`src/rtl/rx_ctl_pkg.sv`:
```
package rx_ctl_pkg;
  localparam int N_SRC  = 3;
  localparam int SRC_W  = 2;
  localparam int SEL_W  = 4;

  localparam logic [SEL_W-1:0] ST_CONT   = 4'd0;
  localparam logic [SEL_W-1:0] ST_TXSTRT = 4'd1;
  localparam logic [SEL_W-1:0] ST_LOW    = 4'd2;
  localparam logic [SEL_W-1:0] ST_HIGH   = 4'd3;
  localparam logic [SEL_W-1:0] ST_FALL   = 4'd4;
  localparam logic [SEL_W-1:0] ST_RISE   = 4'd5;
  localparam logic [SEL_W-1:0] ST_CHG    = 4'd6;
  localparam logic [SEL_W-1:0] ST_ANY    = 4'd7;
  localparam logic [SEL_W-1:0] ST_CMP    = 4'd8;

  localparam logic [1:0] GT_FREE = 2'd0;
  localparam logic [1:0] GT_LOW  = 2'd1;
  localparam logic [1:0] GT_HIGH = 2'd2;

  localparam logic [1:0] CO_NONE = 2'd0;
  localparam logic [1:0] CO_CONT = 2'd1;
  localparam logic [1:0] CO_XFER = 2'd2;
endpackage

```
`src/rtl/rx_fs_sync.sv`:
```
module rx_fs_sync #(
  parameter int STAGES = 2
) (
  input  logic clk,
  input  logic rst_n,
  input  logic fs_in,
  output logic fs_lvl,
  output logic fs_prev
);
  logic [STAGES-1:0] chain_q;
  logic [STAGES-1:0] chain_d;
  logic              prev_q;

  always_comb begin
    chain_d = {chain_q[STAGES-2:0], fs_in};
  end

  always_ff @(posedge clk or negedge rst_n) begin
    if (!rst_n) begin
      chain_q <= '0;
      prev_q  <= 1'b0;
    end else begin
      chain_q <= chain_d;
      prev_q  <= chain_q[STAGES-1];
    end
  end

  assign fs_lvl  = chain_q[STAGES-1];
  assign fs_prev = prev_q;
endmodule

```
`src/rtl/rx_clk_sel.sv`:
```
module rx_clk_sel
  import rx_ctl_pkg::*;
(
  input  logic             clk,
  input  logic             rst_n,
  input  logic [N_SRC-1:0] rise_v,
  input  logic [N_SRC-1:0] fall_v,
  input  logic [SRC_W-1:0] cfg_clk_src,
  input  logic [1:0]       cfg_gate,
  input  logic             cfg_inv,
  input  logic [1:0]       cfg_clk_out_mode,
  input  logic             fs_lvl,
  input  logic             busy,
  output logic             smp_en,
  output logic             fs_out_en,
  output logic             clk_out_en,
  output logic             clk_out_val
);
  logic sel_rise, sel_fall, gate_ok;
  logic lvl_q, lvl_d;

  always_comb begin
    sel_rise = 1'b0;
    sel_fall = 1'b0;
    for (int i = 0; i < N_SRC; i++) begin
      if (cfg_clk_src == SRC_W'(i)) begin
        sel_rise = rise_v[i];
        sel_fall = fall_v[i];
      end
    end
  end

  always_comb begin
    case (cfg_gate)
      GT_FREE: gate_ok = 1'b1;
      GT_LOW:  gate_ok = ~fs_lvl;
      GT_HIGH: gate_ok = fs_lvl;
      default: gate_ok = 1'b0;
    endcase
  end

  always_comb begin
    smp_en    = gate_ok & (cfg_inv ? sel_rise : sel_fall);
    fs_out_en = gate_ok & (cfg_inv ? sel_fall : sel_rise);
  end

  always_comb begin
    lvl_d = lvl_q;
    if (sel_rise)      lvl_d = 1'b1;
    else if (sel_fall) lvl_d = 1'b0;
  end

  always_ff @(posedge clk or negedge rst_n) begin
    if (!rst_n) lvl_q <= 1'b0;
    else        lvl_q <= lvl_d;
  end

  always_comb begin
    case (cfg_clk_out_mode)
      CO_CONT: begin clk_out_en = 1'b1; clk_out_val = lvl_q;        end
      CO_XFER: begin clk_out_en = 1'b1; clk_out_val = lvl_q & busy; end
      default: begin clk_out_en = 1'b0; clk_out_val = 1'b0;         end
    endcase
  end
endmodule

```
`src/rtl/rx_start_det.sv`:
```
module rx_start_det
  import rx_ctl_pkg::*;
(
  input  logic [SEL_W-1:0] cfg_start_sel,
  input  logic             rx_en,
  input  logic             fs_lvl,
  input  logic             fs_prev,
  input  logic             tx_start,
  input  logic             cmp0_match,
  input  logic             busy,
  input  logic             last_bit,
  output logic             start_req
);
  logic trig, allow;

  always_comb begin
    case (cfg_start_sel)
      ST_CONT:        trig = 1'b1;
      ST_TXSTRT:      trig = tx_start;
      ST_LOW:         trig = ~fs_lvl;
      ST_HIGH:        trig = fs_lvl;
      ST_FALL:        trig = fs_prev & ~fs_lvl;
      ST_RISE:        trig = ~fs_prev & fs_lvl;
      ST_CHG, ST_ANY: trig = fs_prev ^ fs_lvl;
      ST_CMP:         trig = cmp0_match;
      default:        trig = 1'b0;
    endcase
    allow     = (cfg_start_sel == ST_CONT) ? (~busy | last_bit) : ~busy;
    start_req = rx_en & trig & allow;
  end
endmodule

```
`src/rtl/rx_word_ctr.sv`:
```
module rx_word_ctr #(
  parameter int LEN_W = 5
) (
  input  logic             clk,
  input  logic             rst_n,
  input  logic             rx_en,
  input  logic             start_req,
  input  logic             smp_en,
  input  logic [LEN_W-1:0] cfg_word_len,
  output logic             busy,
  output logic             last_bit,
  output logic             start_pulse
);
  logic [LEN_W-1:0] cnt_q, cnt_d;
  logic             busy_q, busy_d;
  logic             strt_q;

  assign last_bit = busy_q & smp_en & (cnt_q == cfg_word_len);

  always_comb begin
    busy_d = busy_q;
    cnt_d  = cnt_q;
    if (!rx_en) begin
      busy_d = 1'b0;
      cnt_d  = '0;
    end else if (start_req) begin
      busy_d = 1'b1;
      cnt_d  = '0;
    end else if (busy_q && smp_en) begin
      if (last_bit) begin
        busy_d = 1'b0;
        cnt_d  = '0;
      end else begin
        cnt_d = cnt_q + 1'b1;
      end
    end
  end

  always_ff @(posedge clk or negedge rst_n) begin
    if (!rst_n) begin
      cnt_q  <= '0;
      busy_q <= 1'b0;
      strt_q <= 1'b0;
    end else begin
      cnt_q  <= cnt_d;
      busy_q <= busy_d;
      strt_q <= start_req;
    end
  end

  assign busy        = busy_q;
  assign start_pulse = strt_q;
endmodule

```
`src/rtl/rx_start_clk_ctrl.sv`:
```
module rx_start_clk_ctrl
  import rx_ctl_pkg::*;
#(
  parameter int LEN_W     = 5,
  parameter int FS_STAGES = 2
) (
  input  logic             clk,
  input  logic             rst_n,
  input  logic             rx_en,
  input  logic [3:0]       cfg_start_sel,
  input  logic [1:0]       cfg_clk_src,
  input  logic [1:0]       cfg_gate,
  input  logic             cfg_inv,
  input  logic [1:0]       cfg_clk_out_mode,
  input  logic [LEN_W-1:0] cfg_word_len,
  input  logic             div_rise,
  input  logic             div_fall,
  input  logic             tx_rise,
  input  logic             tx_fall,
  input  logic             pin_rise,
  input  logic             pin_fall,
  input  logic             fs_in,
  input  logic             tx_start,
  input  logic             cmp0_match,
  output logic             smp_en,
  output logic             fs_out_en,
  output logic             clk_out_en,
  output logic             clk_out_val,
  output logic             start_pulse,
  output logic             busy
);
  logic [1:0] rst_sync_q;
  logic       rst_int_n;
  logic       fs_lvl, fs_prev, start_req, last_bit;
  logic [N_SRC-1:0] rise_v, fall_v;

  always_ff @(posedge clk or negedge rst_n) begin
    if (!rst_n) rst_sync_q <= 2'b00;
    else        rst_sync_q <= {rst_sync_q[0], 1'b1};
  end
  assign rst_int_n = rst_sync_q[1];

  assign rise_v = {pin_rise, tx_rise, div_rise};
  assign fall_v = {pin_fall, tx_fall, div_fall};

  rx_fs_sync #(.STAGES(FS_STAGES)) u_sync (
    .clk(clk), .rst_n(rst_int_n), .fs_in(fs_in),
    .fs_lvl(fs_lvl), .fs_prev(fs_prev)
  );

  rx_clk_sel u_clk (
    .clk(clk), .rst_n(rst_int_n), .rise_v(rise_v), .fall_v(fall_v),
    .cfg_clk_src(cfg_clk_src), .cfg_gate(cfg_gate), .cfg_inv(cfg_inv),
    .cfg_clk_out_mode(cfg_clk_out_mode), .fs_lvl(fs_lvl), .busy(busy),
    .smp_en(smp_en), .fs_out_en(fs_out_en),
    .clk_out_en(clk_out_en), .clk_out_val(clk_out_val)
  );

  rx_start_det u_det (
    .cfg_start_sel(cfg_start_sel), .rx_en(rx_en), .fs_lvl(fs_lvl),
    .fs_prev(fs_prev), .tx_start(tx_start), .cmp0_match(cmp0_match),
    .busy(busy), .last_bit(last_bit), .start_req(start_req)
  );

  rx_word_ctr #(.LEN_W(LEN_W)) u_ctr (
    .clk(clk), .rst_n(rst_int_n), .rx_en(rx_en), .start_req(start_req),
    .smp_en(smp_en), .cfg_word_len(cfg_word_len), .busy(busy),
    .last_bit(last_bit), .start_pulse(start_pulse)
  );
endmodule

```
`config.mk`:
```
export PLATFORM = sky130hd
export DESIGN_NAME = rx_start_clk_ctrl
export DESIGN_NICKNAME = d
export VERILOG_FILES = /design/src/rtl/rx_ctl_pkg.sv /design/src/rtl/rx_fs_sync.sv /design/src/rtl/rx_clk_sel.sv /design/src/rtl/rx_start_det.sv /design/src/rtl/rx_word_ctr.sv /design/src/rtl/rx_start_clk_ctrl.sv
export SDC_FILE = /design/constraint.sdc
export NUM_CORES = 1
export LEC_CHECK = 0
export ABC_CLOCK_PERIOD_IN_PS = 2800
export BUFFER_PORTS_ARGS = -buffer_cell sky130_fd_sc_hd__buf_2
export CORE_MARGIN = 1
export CORE_UTILIZATION = 45
export CTS_CLUSTER_SIZE = 30
export DETAILED_ROUTE_END_ITERATION = 16
export GPL_TIMING_DRIVEN = 0
export PLACE_DENSITY = 0.81
export SYNTH_ARGS = -nofsm -noshare
export SYNTH_HDL_FRONTEND = slang
export SYNTH_SLANG_ARGS = --single-unit
```
`constraint.sdc`:
```
create_clock -name clk -period 2.8 [get_ports clk]
set_input_delay 0.56 -clock clk [delete_from_list [all_inputs] [get_ports clk]]
set_output_delay 0.56 -clock clk [all_outputs]
set_load 0.01 [all_outputs]
```
# Word level (Yosys, flattened, before mapping)
# Index checks and enable logic that the tools add are counted.
[word_totals] reg_bits=13 input_bits=28 wordCells=70 output_inout_bits=6
[classes] bitwise_logic=14 reduce_logical=8 eq_ne=17 n_mux=23 n_addsub=1
[op_table] cell="$mux W5" count=4
[op_table] cell="$eq A4 B3 Y1 const B" count=4
[op_table] cell="$mux W1" count=16
[op_table] cell="$and A1 B1 Y1" count=9
[op_table] cell="$eq A4 B2 Y1 const B" count=2
[op_table] cell="$pmux W1 S8" count=1
[op_table] cell="$eq A2 B1 Y1 const B" count=3
[op_table] cell="$eq A2 B2 Y1 const B" count=3
[op_table] cell="$ne A3 B1 Y1 const B" count=2
[op_table] cell="$add A5 B1 Y5 const B" count=1
[op_table] cell="$eq A5 B5 Y1" count=1
[op_table] cell="$eq A4 B1 Y1 const B" count=1
[op_table] cell="$eq A4 B4 Y1 const B" count=1
[op_table] cell="$logic_not A2 Y1" count=2
[op_table] cell="$logic_not A4 Y1" count=1
[op_table] cell="$reduce_or A2 Y1" count=2
[op_table] cell="$not A1 Y1" count=3
[op_table] cell="$pmux W1 S3" count=1
[op_table] cell="$pmux W1 S2" count=1
[op_table] cell="$reduce_and A2 Y1" count=1
[op_table] cell="$reduce_bool A2 Y1" count=1
[op_table] cell="$logic_and A1 B1 Y1" count=1
[op_table] cell="$or A1 B1 Y1" count=1
[op_table] cell="$xor A1 B1 Y1" count=1

# Logic depth before layout (Yosys ltp)
[logic_depth] word_depth=13 depth_mapped=8 mapped_depth_nobuf=8

# Hierarchy
# From an unflattened synthesis, not the netlist that was laid out.
[unflattened] hier_cells=83 area_unflattened_um2=858.3
[modules_own_cells] module="rx_word_ctr" cells_each=38 area_each_um2=404.1 seq_area_each_um2=175.2 instances=1
[modules_own_cells] module="rx_clk_sel" cells_each=21 area_each_um2=177.7 seq_area_each_um2=25.0 instances=1
[modules_own_cells] module="rx_start_det" cells_each=18 area_each_um2=147.6 seq_area_each_um2=0.0 instances=1
[modules_own_cells] module="rx_fs_sync" cells_each=3 area_each_um2=75.1 seq_area_each_um2=75.1 instances=1
[modules_own_cells] module="rx_start_clk_ctrl" cells_each=3 area_each_um2=53.8 seq_area_each_um2=50.0 instances=1

# Least setup slack after synthesis
# Ideal clock, no wire load.
[synth_timing] path_type="in2reg" startpoint="input cfg_start_sel[1]" endpoint="register u_ctr.cnt_q[1]" stages=4 t_arrival_ns=1.923 path_buffers=0 setup_ns=0.135 slack_ns=0.742 required_time_ns=2.665 cell_sequence="or4_1 > or4_1 > a211oi_2 > o32ai_1"
[synth_via] elab_chain_len=7 word_cells_on_any_way=17 classes_between="eq/ne (9); mux (4); bitwise (2); reduce/logical (2)"
[synth_lines] element="start: declaration" line="rx_start_clk_ctrl.sv:10" rtl="input logic [3:0] cfg_start_sel,"
[synth_lines] element="$eq A4 B3 Y1" line="rx_start_det.sv:17" rtl="case (cfg_start_sel)"
[synth_lines] element="$reduce_or A2 Y1" line="rx_start_det.sv:17"
[synth_lines] element="$pmux W1 S8" line="rx_start_det.sv:17"
[synth_lines] element="$and A1 B1 Y1" line="rx_start_det.sv:29" rtl="start_req = rx_en & trig & allow;"
[synth_lines] element="$and A1 B1 Y1 *" line="rx_start_det.sv:29"
[synth_lines] element="via start_req" line="rx_start_clk_ctrl.sv:34" rtl="logic fs_lvl, fs_prev, start_req, last_bit;"
[synth_lines] element="$mux W5" line="rx_word_ctr.sv:26" rtl="end else if (start_req) begin"
[synth_lines] element="$mux W5" line="rx_word_ctr.sv:23" rtl="if (!rx_en) begin"
[synth_lines] element="end signal: assignment" line="rx_word_ctr.sv:45" rtl="cnt_q <= cnt_d;"
[synth_lines] element="end: declaration" line="rx_word_ctr.sv:14" rtl="logic [LEN_W-1:0] cnt_q, cnt_d;"
# Mark *: on every way through the listed nets, which the timed path passes. The rest lies on a longest branch.
# A chain may end at the register's enable or synchronous reset.

# Worst setup path after layout
[layout_timing] startpoint="register u_sync.chain_q[1]" endpoint="register u_ctr.cnt_q[0]"
[layout_via] elab_chain_len=10 word_cells_on_any_way=19 classes_between="eq/ne (1); mux (7); bitwise (10); reduce/logical (1)"
[layout_lines] element="start: declaration" line="rx_fs_sync.sv:10" rtl="logic [STAGES-1:0] chain_q;"
[layout_lines] element="start signal: assignment" line="rx_fs_sync.sv:23" rtl="chain_q <= chain_d;"
[layout_lines] element="$not A1 Y1" line="rx_clk_sel.sv:36, rx_start_det.sv:20, rx_start_det.sv:22"
[layout_lines] element="$pmux W1 S3" line="rx_clk_sel.sv:34" rtl="case (cfg_gate)"
[layout_lines] element="$and A1 B1 Y1" line="rx_clk_sel.sv:43" rtl="smp_en = gate_ok & (cfg_inv ? sel_rise : sel_fall);"
[layout_lines] element="$and A1 B1 Y1 (2 in series)" line="rx_word_ctr.sv:18" rtl="assign last_bit = busy_q & smp_en & (cnt_q == cfg_word_len);"
[layout_lines] element="$or A1 B1 Y1" line="rx_start_det.sv:28" rtl="allow = (cfg_start_sel == ST_CONT) ? (~busy | last_bit) : ~busy;"
[layout_lines] element="$mux W1" line="rx_start_det.sv:28"
[layout_lines] element="$and A1 B1 Y1" line="rx_start_det.sv:29"
[layout_lines] element="$mux W5" line="rx_word_ctr.sv:26"
[layout_lines] element="$mux W5" line="rx_word_ctr.sv:23"
# Several ways; a longest one is shown, not always the timed one. The select of a mux whose other input is x is not followed.

==> flow_metrics.tcl <==
set metrics [dict create \
    gp_congestion 0.853 \
    portBuffers 33 \
    r2r_slack_ns 0.55 \
    cp-end-kind "register" \
    antenna_found_initial 0 \
    final_cell_mix "buf_2, dfrtp_1, inv_1" \
    die_w_um 46.3 \
    via_count 824 \
    ys.flop_type "dfrtp_1" \
    startpoint_type "register" \
    die-area_um2 2140 \
    yosysSeqAreaShare_pct 36.8 \
    reg2reg_from "u_sync.chain_q[1]$_DFF_PN0_" \
    cts_buffers 3 \
    num-fill-cells 151 \
    synth_edf_count 0 \
    ant_nets 0 \
    setup_viol 0 \
    synthToLayoutAreaGrowth_pct 25.4 \
    yosysWarnings 0 \
    leakage_nw 0.535 \
    critPathRequiredTime_ns 2.98 \
    ys_async_sr_fraction_pct 100 \
    cts_tree "yes" \
    multi_input_area_um2 524 \
    die_y_um 46.3 \
    crit_path_max_incr_delay_ns 0.47 \
    holdBufCountCts 0 \
    io_pins 34 \
    core-area_um2 1780 \
    grt_max_degree 12 \
    grt_usage_pct 20.0 \
    grt_pass1_vias 778 \
    start_util_pct 49.5 \
    slowest_stage "dfrtp_1" \
    pre_cts_ws_ns 0.422 \
    post-route-util_pct 62.1 \
    drv_cap 0 \
    hold_path_class "primary input to async pin" \
    drt_iter0_markers 13 \
    drc 0 \
    r2r-end "u_ctr.cnt_q[0]$_DFFE_PN0P_" \
    area.sequential_um2 325 \
    root_buffer "clkbuf_4" \
    cp.arrival_ns 2.42 \
    layout-drive-gt1-share_pct 33.1 \
    irDropWorstVdd_v 0.000324 \
    setup_slack_ns 0.554 \
    dr.pass1.iters 4 \
    final_hold_viol_count 0 \
    crit_type "register to register" \
    met2_length_um 1040 \
    grt_overflow 0 \
    syn_nets 129 \
    final_common_cell "buf_2" \
    slew_viol_final 0 \
    wl_met1_um 821 \
    finalCritPeriodShare_pct 80.2 \
    finClkSkew_ns 0.00582 \
    clock_latency_ns 0.27 \
    cp_cell_sequence "inv_1, ha_1, nor2b_1, a311oi_1, nor4_1, or3_1, a21o_1, o31ai_1" \
    r2r_cells 8 \
    cp-startpoint "u_sync.chain_q[1]$_DFF_PN0_" \
    rsz0062_at_grt "false" \
    cts.clk_slew.worst_paths_ns 0.08 \
    diodes 0 \
    cts.sinks 13 \
    synthDistinctLibCells 35 \
    ys_ff_latch 13 \
    via_per_inst 5.22 \
    wirelength_um 1940 \
    status "finished, final reports clean" \
    p_per_area_nw_per_um2 380 \
    routed-wl-met3_um 76 \
    syn_inst 96 \
    top_layer "met3" \
    htree_levels 1 \
    dpl.hpwl_um 1620 \
    fmaxAchievable_mhz 445 \
    fin_tns_setup_ns 0 \
    syn_area_um2 883 \
    rows 15 \
    critical_path.max_fanout 7 \
    nets 167 \
    clock_path_buffers 2 \
    avgRoutedWirePerCell_um 12.3 \
    grt_pass1_wl_um 3060 \
    layout_min_cycle_time_ns 2.25 \
    syn_area_per_cell_um2 9.20 \
    cts_setup_buffers 0 \
    finalPower_w 0.000421 \
    cts_resized 0 \
]
power breakdown:
| group | internal [W] | switching (W) |
|---|---|---|
| Sequential | 0.000197 | 0.0000119 |
| Clock | 0.0000528 | 0.0000595 |
| Combinational | 0.0000479 | 0.0000520 |
per-layer routing:
layer	global-route usage, %	vias up
met5	0	-
met4	5.29	0
met3	3.92	0
met2	36.9	19
met1	23.0	389
li1	-	416
worst max-delay path, delay by kind of cell (launching register included):
family                     cells  cell delay, ns
DFF                            1            0.47
AOI/OAI and AO/OA              3            0.79
adders and majority gates      1            0.18
buffers and inverters          1            0.07
and+or+nand+nor                3            0.63
final cells by class:
type	instances	area share, %
multi-input cells	74	47.3
flip-flops and latches	13	29.4
repair buffers	33	14.9
inverters	9	3.05
well taps	25	2.82
clock buffers	3	2.03
clock inverters	1	0.452
how the worst max path moves through the flow:
stage / slack (ns) / depth (start not counted) / end
2_1_floorplan: 0.74 / 4 / u_ctr.cnt_q[1]$_DFFE_PN0P_
3_3_place_gp: 0.50 / 5 / u_ctr.cnt_q[1]$_DFFE_PN0P_
3_5_place_dp: 0.42 / 7 / u_ctr.cnt_q[4]$_DFFE_PN0P_
4_1_cts: 0.53 / 8 / u_ctr.cnt_q[0]$_DFFE_PN0P_
5_1_grt: 0.37 / 8 / u_ctr.cnt_q[0]$_DFFE_PN0P_
6_report: 0.55 / 8 / u_ctr.cnt_q[0]$_DFFE_PN0P_
metrics by stage:
stage               hold WS, ns  cells  instance area [um^2]
finish                   0.0639    158                  1110
global route             0.0385    158                  1110
CTS                      0.0583    158                  1110
detailed placement        0.196    154                  1080
global placement          0.185    154                  1080
floorplan                 0.134     96                   883
sequential cells by signal, summed over array words and instances (netlist names):
signal and cells:
u_ctr.start_pulse 1, u_sync.chain_q 2, u_ctr.busy 1, u_sync.fs_prev 1, u_ctr.cnt_q 5, rst_sync_q 2, u_clk.lvl_q 1
cells by family after synthesis:
kind of cell,after synthesis,share of synthesized area (%)
xor gates and xnor gates,6,5.95
other,1,0.425
muxes,5,6.37
buffers and inverters,9,3.82
and+or+nand+nor,35,21.5
AOI/OAI and AO/OA,22,18.0
adders and majority gates,5,7.08
DFF,13,36.8
cells in the mapped netlist (all sizes together), types with 2 or more instances:
master / instances / area (um^2)
or3: 3 / 18.8
dfrtp: 13 / 325
xnor2: 6 / 52.6
nor2: 9 / 36.3
nand2b: 2 / 12.5
mux2: 2 / 26.3
o32ai: 2 / 17.5
nand2: 5 / 18.8
ha: 5 / 62.6
nor2b: 2 / 12.5
o21ai: 4 / 20.0
or4: 2 / 15.0
inv: 9 / 33.8
nor3: 3 / 15.0
mux2i: 3 / 30.0
nand3: 4 / 20.0
a21oi: 6 / 30.0
No activity file was read; power rests on OpenSTA's default activity.
